==> src/rtl/lfe_pkg.sv <==
package lfe_pkg;

    typedef enum logic [1:0] {
        FS_IDLE,
        FS_ISSUE,
        FS_STREAM,
        FS_DONE
    } fill_state_e;

    typedef enum logic [1:0] {
        BS_IDLE,
        BS_WAIT,
        BS_PARK
    } bank_state_e;

    // Multiplier that turns a word address into its stored value
    localparam logic [31:0] WORD_MIX = 32'h9E37_79B1;

endpackage

==> src/rtl/lfe_bank.sv <==
module lfe_bank
    import lfe_pkg::*;
#(
    parameter int ADDR_W    = 16,
    parameter int DATA_W    = 32,
    parameter int BANKS     = 4,
    parameter int BANK_ID   = 0,
    parameter int WORDS     = 2,
    parameter int FIRST_LAT = 6,
    parameter int NEXT_LAT  = 4
) (
    input  logic              clk,
    input  logic              rst_n,
    input  logic              start,
    input  logic [ADDR_W-1:0] line_base,
    input  logic              grant,
    output logic              dbr_full,
    output logic [DATA_W-1:0] dbr_data
);

    localparam int BANK_BITS = $clog2(BANKS);
    localparam int ABR_W     = ADDR_W - BANK_BITS;
    localparam int LAT_W     = $clog2(FIRST_LAT + 1);
    localparam int REM_W     = $clog2(WORDS + 1);
    localparam logic [BANK_BITS-1:0] ID_BITS = BANK_BITS'(BANK_ID);
    localparam logic [DATA_W-1:0]    MIX     = DATA_W'(WORD_MIX);

    bank_state_e       state, state_nx;
    logic [ABR_W-1:0]  abr;
    logic [LAT_W-1:0]  cnt;
    logic [REM_W-1:0]  rem;
    logic              full_q;
    logic [DATA_W-1:0] data_q;

    logic expired, room, capture, more_left;

    always_comb begin
        expired   = ((state == BS_WAIT) && (cnt == LAT_W'(1))) || (state == BS_PARK);
        room      = !full_q || grant;
        capture   = expired && room;
        more_left = rem > REM_W'(1);
    end

    // State register
    always_ff @(posedge clk or negedge rst_n) begin
        if (!rst_n) state <= BS_IDLE;
        else        state <= state_nx;
    end

    // Transitions
    always_comb begin
        state_nx = state;
        unique case (state)
            BS_IDLE:  if (start) state_nx = BS_WAIT;
            BS_WAIT: begin
                if (cnt == LAT_W'(1)) begin
                    if (capture) state_nx = more_left ? BS_WAIT : BS_IDLE;
                    else         state_nx = BS_PARK;
                end
            end
            BS_PARK:  if (capture) state_nx = more_left ? BS_WAIT : BS_IDLE;
            default:  state_nx = BS_IDLE;
        endcase
    end

    // Address buffer, latency counter and remaining-word count
    always_ff @(posedge clk or negedge rst_n) begin
        if (!rst_n) begin
            abr <= '0;
            cnt <= '0;
            rem <= '0;
        end else if (start && (state == BS_IDLE)) begin
            abr <= ABR_W'((line_base + ADDR_W'(BANK_ID)) >> BANK_BITS);
            cnt <= LAT_W'(FIRST_LAT);
            rem <= REM_W'(WORDS);
        end else if (capture) begin
            abr <= abr + ABR_W'(1);
            cnt <= LAT_W'(NEXT_LAT);
            rem <= rem - REM_W'(1);
        end else if ((state == BS_WAIT) && (cnt != LAT_W'(1))) begin
            cnt <= cnt - LAT_W'(1);
        end
    end

    // Data buffer register
    always_ff @(posedge clk or negedge rst_n) begin
        if (!rst_n) begin
            full_q <= 1'b0;
            data_q <= '0;
        end else begin
            if (capture) begin
                full_q <= 1'b1;
                data_q <= DATA_W'({abr, ID_BITS}) * MIX;
            end else if (grant) begin
                full_q <= 1'b0;
            end
        end
    end

    always_comb begin
        dbr_full = full_q;
        dbr_data = data_q;
    end

    AST_DBR_HOLD: assert property (@(posedge clk) disable iff (!rst_n)
        (full_q && !grant) |=> (full_q && $stable(data_q)));
    AST_GRANT_NEEDS_DATA: assert property (@(posedge clk) disable iff (!rst_n)
        grant |-> full_q);
    AST_START_WHEN_IDLE: assert property (@(posedge clk) disable iff (!rst_n)
        start |-> (state == BS_IDLE));
    AST_NEXT_RELOAD: assert property (@(posedge clk) disable iff (!rst_n)
        (capture && more_left) |=> (cnt == LAT_W'(NEXT_LAT)));

endmodule

==> src/rtl/lfe_return.sv <==
module lfe_return #(
    parameter int DATA_W     = 32,
    parameter int BANKS      = 4,
    parameter int LINE_WORDS = 8
) (
    input  logic              clk,
    input  logic              rst_n,
    input  logic              clear,
    input  logic [BANKS-1:0]  dbr_full,
    input  logic [DATA_W-1:0] dbr_data [BANKS],
    output logic [BANKS-1:0]  grant,
    output logic              fill_valid,
    output logic [$clog2(LINE_WORDS)-1:0] fill_idx,
    output logic [DATA_W-1:0] fill_data
);

    localparam int BANK_BITS = $clog2(BANKS);
    localparam int IDX_W     = $clog2(LINE_WORDS);
    localparam int CNT_W     = IDX_W + 1;

    logic [CNT_W-1:0]     nidx;
    logic [BANK_BITS-1:0] sel;
    logic                 more;

    always_comb begin
        sel  = nidx[BANK_BITS-1:0];
        more = nidx < CNT_W'(LINE_WORDS);
    end

    for (genvar b = 0; b < BANKS; b++) begin : g_grant
        assign grant[b] = more && dbr_full[b] && (sel == BANK_BITS'(b));
    end

    always_ff @(posedge clk or negedge rst_n) begin
        if (!rst_n) begin
            nidx       <= '0;
            fill_valid <= 1'b0;
            fill_idx   <= '0;
            fill_data  <= '0;
        end else begin
            fill_valid <= |grant;
            if (clear) begin
                nidx <= '0;
            end else if (|grant) begin
                nidx      <= nidx + CNT_W'(1);
                fill_idx  <= nidx[IDX_W-1:0];
                fill_data <= dbr_data[sel];
            end
        end
    end

    AST_ONE_GRANT: assert property (@(posedge clk) disable iff (!rst_n)
        $onehot0(grant));
    AST_IDX_ASCEND: assert property (@(posedge clk) disable iff (!rst_n)
        fill_valid |=> (!fill_valid || (fill_idx == $past(fill_idx) + IDX_W'(1))));

endmodule

==> src/rtl/ilv_line_fill.sv <==
module ilv_line_fill
    import lfe_pkg::*;
#(
    parameter int ADDR_W     = 16,
    parameter int DATA_W     = 32,
    parameter int BANKS      = 4,
    parameter int LINE_WORDS = 8,
    parameter int FIRST_LAT  = 6,
    parameter int NEXT_LAT   = 4
) (
    input  logic              clk,
    input  logic              rst_n,
    input  logic              miss_req,
    input  logic [ADDR_W-1:0] miss_addr,
    output logic              busy,
    output logic              fill_valid,
    output logic [2:0]        fill_idx,
    output logic [DATA_W-1:0] fill_data,
    output logic              fill_done
);

    localparam int BANK_BITS      = $clog2(BANKS);
    localparam int IDX_W          = $clog2(LINE_WORDS);
    localparam int WORDS_PER_BANK = LINE_WORDS / BANKS;
    localparam logic [ADDR_W-1:0] LINE_MASK = ADDR_W'(LINE_WORDS - 1);

    fill_state_e          state, state_nx;
    logic [ADDR_W-1:0]    line_base;
    logic [BANK_BITS-1:0] iss_cnt;
    logic                 accept;
    logic                 last_out;

    logic [BANKS-1:0]     start;
    logic [BANKS-1:0]     grant;
    logic [BANKS-1:0]     dbr_full;
    logic [DATA_W-1:0]    dbr_data [BANKS];
    logic [IDX_W-1:0]     idx_q;

    always_comb begin
        accept   = (state == FS_IDLE) && miss_req;
        last_out = fill_valid && (idx_q == IDX_W'(LINE_WORDS - 1));
    end

    // State register
    always_ff @(posedge clk or negedge rst_n) begin
        if (!rst_n) state <= FS_IDLE;
        else        state <= state_nx;
    end

    // Transitions
    always_comb begin
        state_nx = state;
        unique case (state)
            FS_IDLE:   if (miss_req) state_nx = FS_ISSUE;
            FS_ISSUE:  if (iss_cnt == BANK_BITS'(BANKS - 1)) state_nx = FS_STREAM;
            FS_STREAM: if (last_out) state_nx = FS_DONE;
            FS_DONE:   state_nx = FS_IDLE;
            default:   state_nx = FS_IDLE;
        endcase
    end

    // Outputs decoded from state
    always_comb begin
        busy      = (state != FS_IDLE);
        fill_done = (state == FS_DONE);
    end

    always_ff @(posedge clk or negedge rst_n) begin
        if (!rst_n) begin
            line_base <= '0;
            iss_cnt   <= '0;
        end else if (accept) begin
            line_base <= miss_addr & ~LINE_MASK;
            iss_cnt   <= '0;
        end else if (state == FS_ISSUE) begin
            iss_cnt   <= iss_cnt + BANK_BITS'(1);
        end
    end

    for (genvar b = 0; b < BANKS; b++) begin : g_bank
        assign start[b] = (state == FS_ISSUE) && (iss_cnt == BANK_BITS'(b));

        lfe_bank #(
            .ADDR_W    (ADDR_W),
            .DATA_W    (DATA_W),
            .BANKS     (BANKS),
            .BANK_ID   (b),
            .WORDS     (WORDS_PER_BANK),
            .FIRST_LAT (FIRST_LAT),
            .NEXT_LAT  (NEXT_LAT)
        ) u_bank (
            .clk       (clk),
            .rst_n     (rst_n),
            .start     (start[b]),
            .line_base (line_base),
            .grant     (grant[b]),
            .dbr_full  (dbr_full[b]),
            .dbr_data  (dbr_data[b])
        );
    end

    lfe_return #(
        .DATA_W     (DATA_W),
        .BANKS      (BANKS),
        .LINE_WORDS (LINE_WORDS)
    ) u_return (
        .clk        (clk),
        .rst_n      (rst_n),
        .clear      (accept),
        .dbr_full   (dbr_full),
        .dbr_data   (dbr_data),
        .grant      (grant),
        .fill_valid (fill_valid),
        .fill_idx   (idx_q),
        .fill_data  (fill_data)
    );

    always_comb fill_idx = 3'(idx_q);

    AST_DONE_AFTER_LAST: assert property (@(posedge clk) disable iff (!rst_n)
        $rose(fill_done) |-> ($past(fill_valid) && ($past(idx_q) == IDX_W'(LINE_WORDS - 1))));
    AST_DONE_SINGLE: assert property (@(posedge clk) disable iff (!rst_n)
        fill_done |=> (!fill_done && !busy));
    AST_BUSY_IGNORES_REQ: assert property (@(posedge clk) disable iff (!rst_n)
        (busy && miss_req) |=> $stable(line_base));
    AST_NO_WORD_IDLE: assert property (@(posedge clk) disable iff (!rst_n)
        (state == FS_IDLE) |-> (grant == '0));

endmodule

==> config.mk <==
export PLATFORM = sky130hd
export DESIGN_NAME = ilv_line_fill
export DESIGN_NICKNAME = d
export VERILOG_FILES = /design/src/rtl/lfe_pkg.sv /design/src/rtl/lfe_bank.sv /design/src/rtl/lfe_return.sv /design/src/rtl/ilv_line_fill.sv
export SDC_FILE = /design/constraint.sdc
export NUM_CORES = 2
export LEC_CHECK = 0
export ABC_AREA = 0
export BUFFER_PORTS_ARGS = -buffer_cell sky130_fd_sc_hd__buf_2
export CAP_MARGIN = 25
export CORE_MARGIN = 4
export CORE_UTILIZATION = 60
export CTS_BUF_LIST = sky130_fd_sc_hd__clkbuf_16
export DETAILED_ROUTE_END_ITERATION = 7
export PLACE_DENSITY = 0.84
export SYNTH_ARGS = -nofsm -noshare
export SYNTH_HDL_FRONTEND = slang
export SYNTH_HIERARCHICAL = 1
export SYNTH_SLANG_ARGS = --single-unit
==> constraint.sdc <==
create_clock -name clk -period 14.4 [get_ports clk]
set_input_delay 2.88 -clock clk [delete_from_list [all_inputs] [get_ports clk]]
set_output_delay 2.88 -clock clk [all_outputs]
set_load 0.02 [all_outputs]
==> qor.csv <==
stage,metric,value,unit
synth,XOR/XNOR Fraction of Synth Area,5.48,%
die,Die W,247,um
synth,Post-Syn Area,0.0344,mm2
drt,initial DRC count,2236,
drt,WL final,87700,um
synth,Simple-Gate Fraction of Synth Area,8.58,%
cells_and_area,Util after Layout,64.3,%
die,IO Pins,57,
worst_hold_path,Hold EP,g_bank[1].u_bank/dbr_data[0],
grt,total track usage,29.4,%
worst_setup_path,reg-to-reg endpoint,g_bank[3].u_bank/dbr_data[27],
power,Cell Pwr Density,71.1,mW/mm2
cells_and_area,footprint of the multi-input gates,0.0245,mm2
synth,Synth Area in Compound Gates,9.10,%
sta,max frequency,0.139,GHz
cells_and_area,antenna cells,0,
drt,DRT Pass-1 Iters,5,
sta,Layout Skew,0.0136,ns
worst_setup_path,CP Launch Type,register,
cells_and_area,# nets final,4409,
synth,adder-cell share of the synthesized area,43.3,%
sta,final worst path period share,50.0,%
cells_and_area,sequential cell area,0.00671,mm2
power,worst vdd ir,0.0988,mV
clock_network,Bufs on Longest Clock Path,3,
clock_network,worst-skew pair later-pin latency,0.58,ns
sta,Final setup viols,0,
synth,warnings from Yosys,6,
cells_and_area,"commonest non-fill, non-tap cell in the layout",inv_1,
grt,number of global-route vias before repair,26100,
grt,largest net degree at the start of global routing,142,
place,IO buf count,53,
worst_hold_path,Hold Path Stages,1,
synth,main combinational cell family by area after synthesis,adder cells,
sta,Slew headroom,24.9,%
sta,Final min period,7.19,ns
worst_setup_path,Worst EP arrival,7.63,ns
worst_setup_path,"Max FO, Critical Path",15,
synth,Post-synth EDFFs,0,
synth,top_reg_cell synth,dfrtp_1,
worst_setup_path,FF-to-FF setup slack,7.21,ns
synth,library cells used by synthesis,104,
cells_and_area,most frequent cells in the layout,"inv_1, fa_1, ha_1",
place,Area after DPL,0.0354,mm2
worst_setup_path,WS Path Type,register to register,
worst_setup_path,CP endpoint kind,register,
clock_network,Root Driver,clkbuf_16,
sta,Fin. Hold Viols,0,
die,Die Span Y,247,um
clock_network,hold_buf cts,0,
worst_setup_path,FF-to-FF Start,g_bank[3].u_bank/abr[0],
cells_and_area,layout cells sized above 1,6.35,%
drt,DRC errors left,0,
drt,total via count in the routed design,24800,
die,Initial Util,60.7,%
clock_network,H-tree Lvls,1,
grt,gr ovfl total,0,
job,Max Cap Viol,0,
synth,Yosys top cell area share,28.1,%
sta,Slew Limit Fails,0,
cells_and_area,Layout area overhead,5.86,%
sta,RSZ-0062 raised after global routing,false,
sta,worst-margin pin slew,1.13,ns
worst_setup_path,Max stage delay on crit path,0.83,ns
drt,drt wl/cell,20.5,um
die,total die area,0.0612,mm2
clock_network,post-CTS sizing,0,
synth,Synth Register Bits,268,
clock_network,Post-CTS Setup Repair Bufs,0,
worst_setup_path,R2R depth,19,
clock_network,"CTS clk-pin slew, worst paths",0.07,ns
drt,DRT antenna net count,0,
run_status,status,"finished, final reports clean",
die,core region area,0.0566,mm2
synth,average size of a mapped cell,10.0,um2
synth,Synth area leader,fa_1,
worst_setup_path,slowest library cell on the worst path,dfrtp_1,
cells_and_area,Final Cell Area,0.0364,mm2
place,DP Wirelength,71200,um
synth,sequential fraction of the synthesis area,19.5,%
place,Final Wtd Congestion,0.984,
power,Leak,0.0190,uW
worst_setup_path,CP required,14.83,ns
cells_and_area,Final Non-Filler Cells,4269,
die,Cell Rows,87,
grt,initial antenna violation count,4,
drt,Vias/cell,5.81,
clock_network,CTS tree,yes,
synth,ranking of synthesized cells by area,"fa_1, dfrtp_1, ha_1, inv_1, xnor2_1",
clock_network,CTS buffer count,29,
worst_setup_path,CP Cell Sequence,inv_1 > ha_1 > inv_1 > fa_1 > inv_1 > fa_1 > fa_1 > fa_1 > inv_1 > fa_1 > inv_1 > ha_1 > and3_1 > and2_1 > a21oi_1 > o32ai_2 > a21o_1 > xnor2_1 > o21ai_1,
worst_hold_path,worst hold path class,register to register,
worst_hold_path,hold_sp,g_bank[1].u_bank/dbr_data[0],
synth,ys async rst share,100,%
cells_and_area,final-layout fill cell count,4386,
sta,setup tns final,0,ns
synth,Cells after Synth,3437,
place,dpl cells,4214,
clock_network,clk sinks,268,
grt,first-pass GRT wire length,140000,um
synth,mux cell area share after synthesis,4.32,%
## area by class of cell
| type | count | share of cell area [%] |
|---|---|---|
| clock buffer | 29 | 1.99 |
| clock inverter | 25 | 0.560 |
| inverter | 780 | 8.04 |
| multi-input combinational | 2341 | 67.2 |
| sequential | 268 | 18.4 |
| tap | 756 | 2.60 |
| timing repair buffer | 70 | 1.16 |
## flip-flops by register name, indices dropped and copies added (netlist names)
name / cells
g_bank.u_bank/dbr_data: 123
g_bank.u_bank/abr: 56
u_return/fill_data: 32
line_base: 13
g_bank.u_bank/cnt: 12
g_bank.u_bank/rem: 8
g_bank.u_bank/state: 8
g_bank.u_bank/dbr_full: 4
u_return/nidx: 4
u_return/fill_idx: 3
iss_cnt: 2
state: 2
u_return/fill_valid: 1
## synth_stat cells (all sizes together) (8+ instances only)
library cell / number
nand3: 61
clkbuf: 40
a22oi: 8
dfrtp: 268
xor2: 92
a21oi: 110
fa: 483
nor3b: 9
mux2i: 8
mux2: 53
nor3: 42
mux4: 32
o211ai: 12
or2: 15
o21bai: 9
a31oi: 9
and2: 19
nand2: 278
a211oi: 11
a21boi: 9
o21ai: 168
ha: 417
nor2: 93
and3: 20
inv: 780
o31ai: 12
a21o: 43
nand4: 16
o21a: 18
nand2b: 23
nor2b: 17
o311ai: 8
buf: 31
xnor2: 123
a211o: 8
## cell families (layout without fill, tap and decap cells)
logic type / after synthesis / count (layout)
buffers and inverters: 853 / 904
adders and majority gates: 901 / 901
xor gates and xnor gates: 215 / 215
other: 4 / 29
muxes: 93 / 93
and+or+nand+nor: 625 / 625
DFF: 268 / 268
AOI/OAI and AO/OA: 478 / 478
## routing by layer
layer | global-route usage [%] | wire length (um) | vias up
li1 | - | - | 11100
met1 | 39.4 | 34900 | 12400
met2 | 46.9 | 40200 | 1073
met3 | 7.88 | 8900 | 227
met4 | 9.82 | 3640 | 2
met5 | 0 | 12 | -
## worst max path at each step
stage | cells after the start | end | startpoint | slack, ns
after CTS | 19 | g_bank[3].u_bank/dbr_data[27] | g_bank[3].u_bank/abr[0] | 7.30
after detailed placement | 19 | g_bank[3].u_bank/dbr_data[27] | g_bank[3].u_bank/abr[0] | 7.29
final | 19 | g_bank[3].u_bank/dbr_data[27] | g_bank[3].u_bank/abr[0] | 7.21
after global placement | 19 | g_bank[3].u_bank/dbr_data[27] | g_bank[3].u_bank/abr[0] | 7.40
after floorplan | 20 | g_bank[3].u_bank/dbr_data[31] | g_bank[3].u_bank/abr[0] | 8.49
after global routing | 20 | g_bank[3].u_bank/dbr_data[29] | g_bank[3].u_bank/abr[0] | 6.98
## metrics by stage
step	hold slack (ns)	setup slack (ns)	power, uW
after floorplan	0.425	8.49	1570
after global placement	0.447	7.40	1800
after detailed placement	0.453	7.29	1840
after CTS	0.467	7.30	2580
after global routing	0.490	6.98	2750
final	0.470	7.21	2590
## power by group
| group | switching (uW) | internal [uW] | total (uW) | leakage (uW) |
|---|---|---|---|---|
| logic | 611 | 412 | 1020 | 0.0150 |
| clock network | 336 | 408 | 744 | 0.000459 |
| registers | 34.8 | 786 | 821 | 0.00349 |
| total | 982 | 1610 | 2590 | 0.0190 |
## critical path, delay by kind of cell, from the launching register on
family | cells | cell delay, ns
and+or+nand+nor | 2 | 0.42
xor gates and xnor gates | 1 | 0.36
buffers and inverters | 5 | 0.90
AOI/OAI and AO/OA | 4 | 1.01
DFF | 1 | 0.83
adders and majority gates | 7 | 3.52
(Power assumes the default switching activity.)
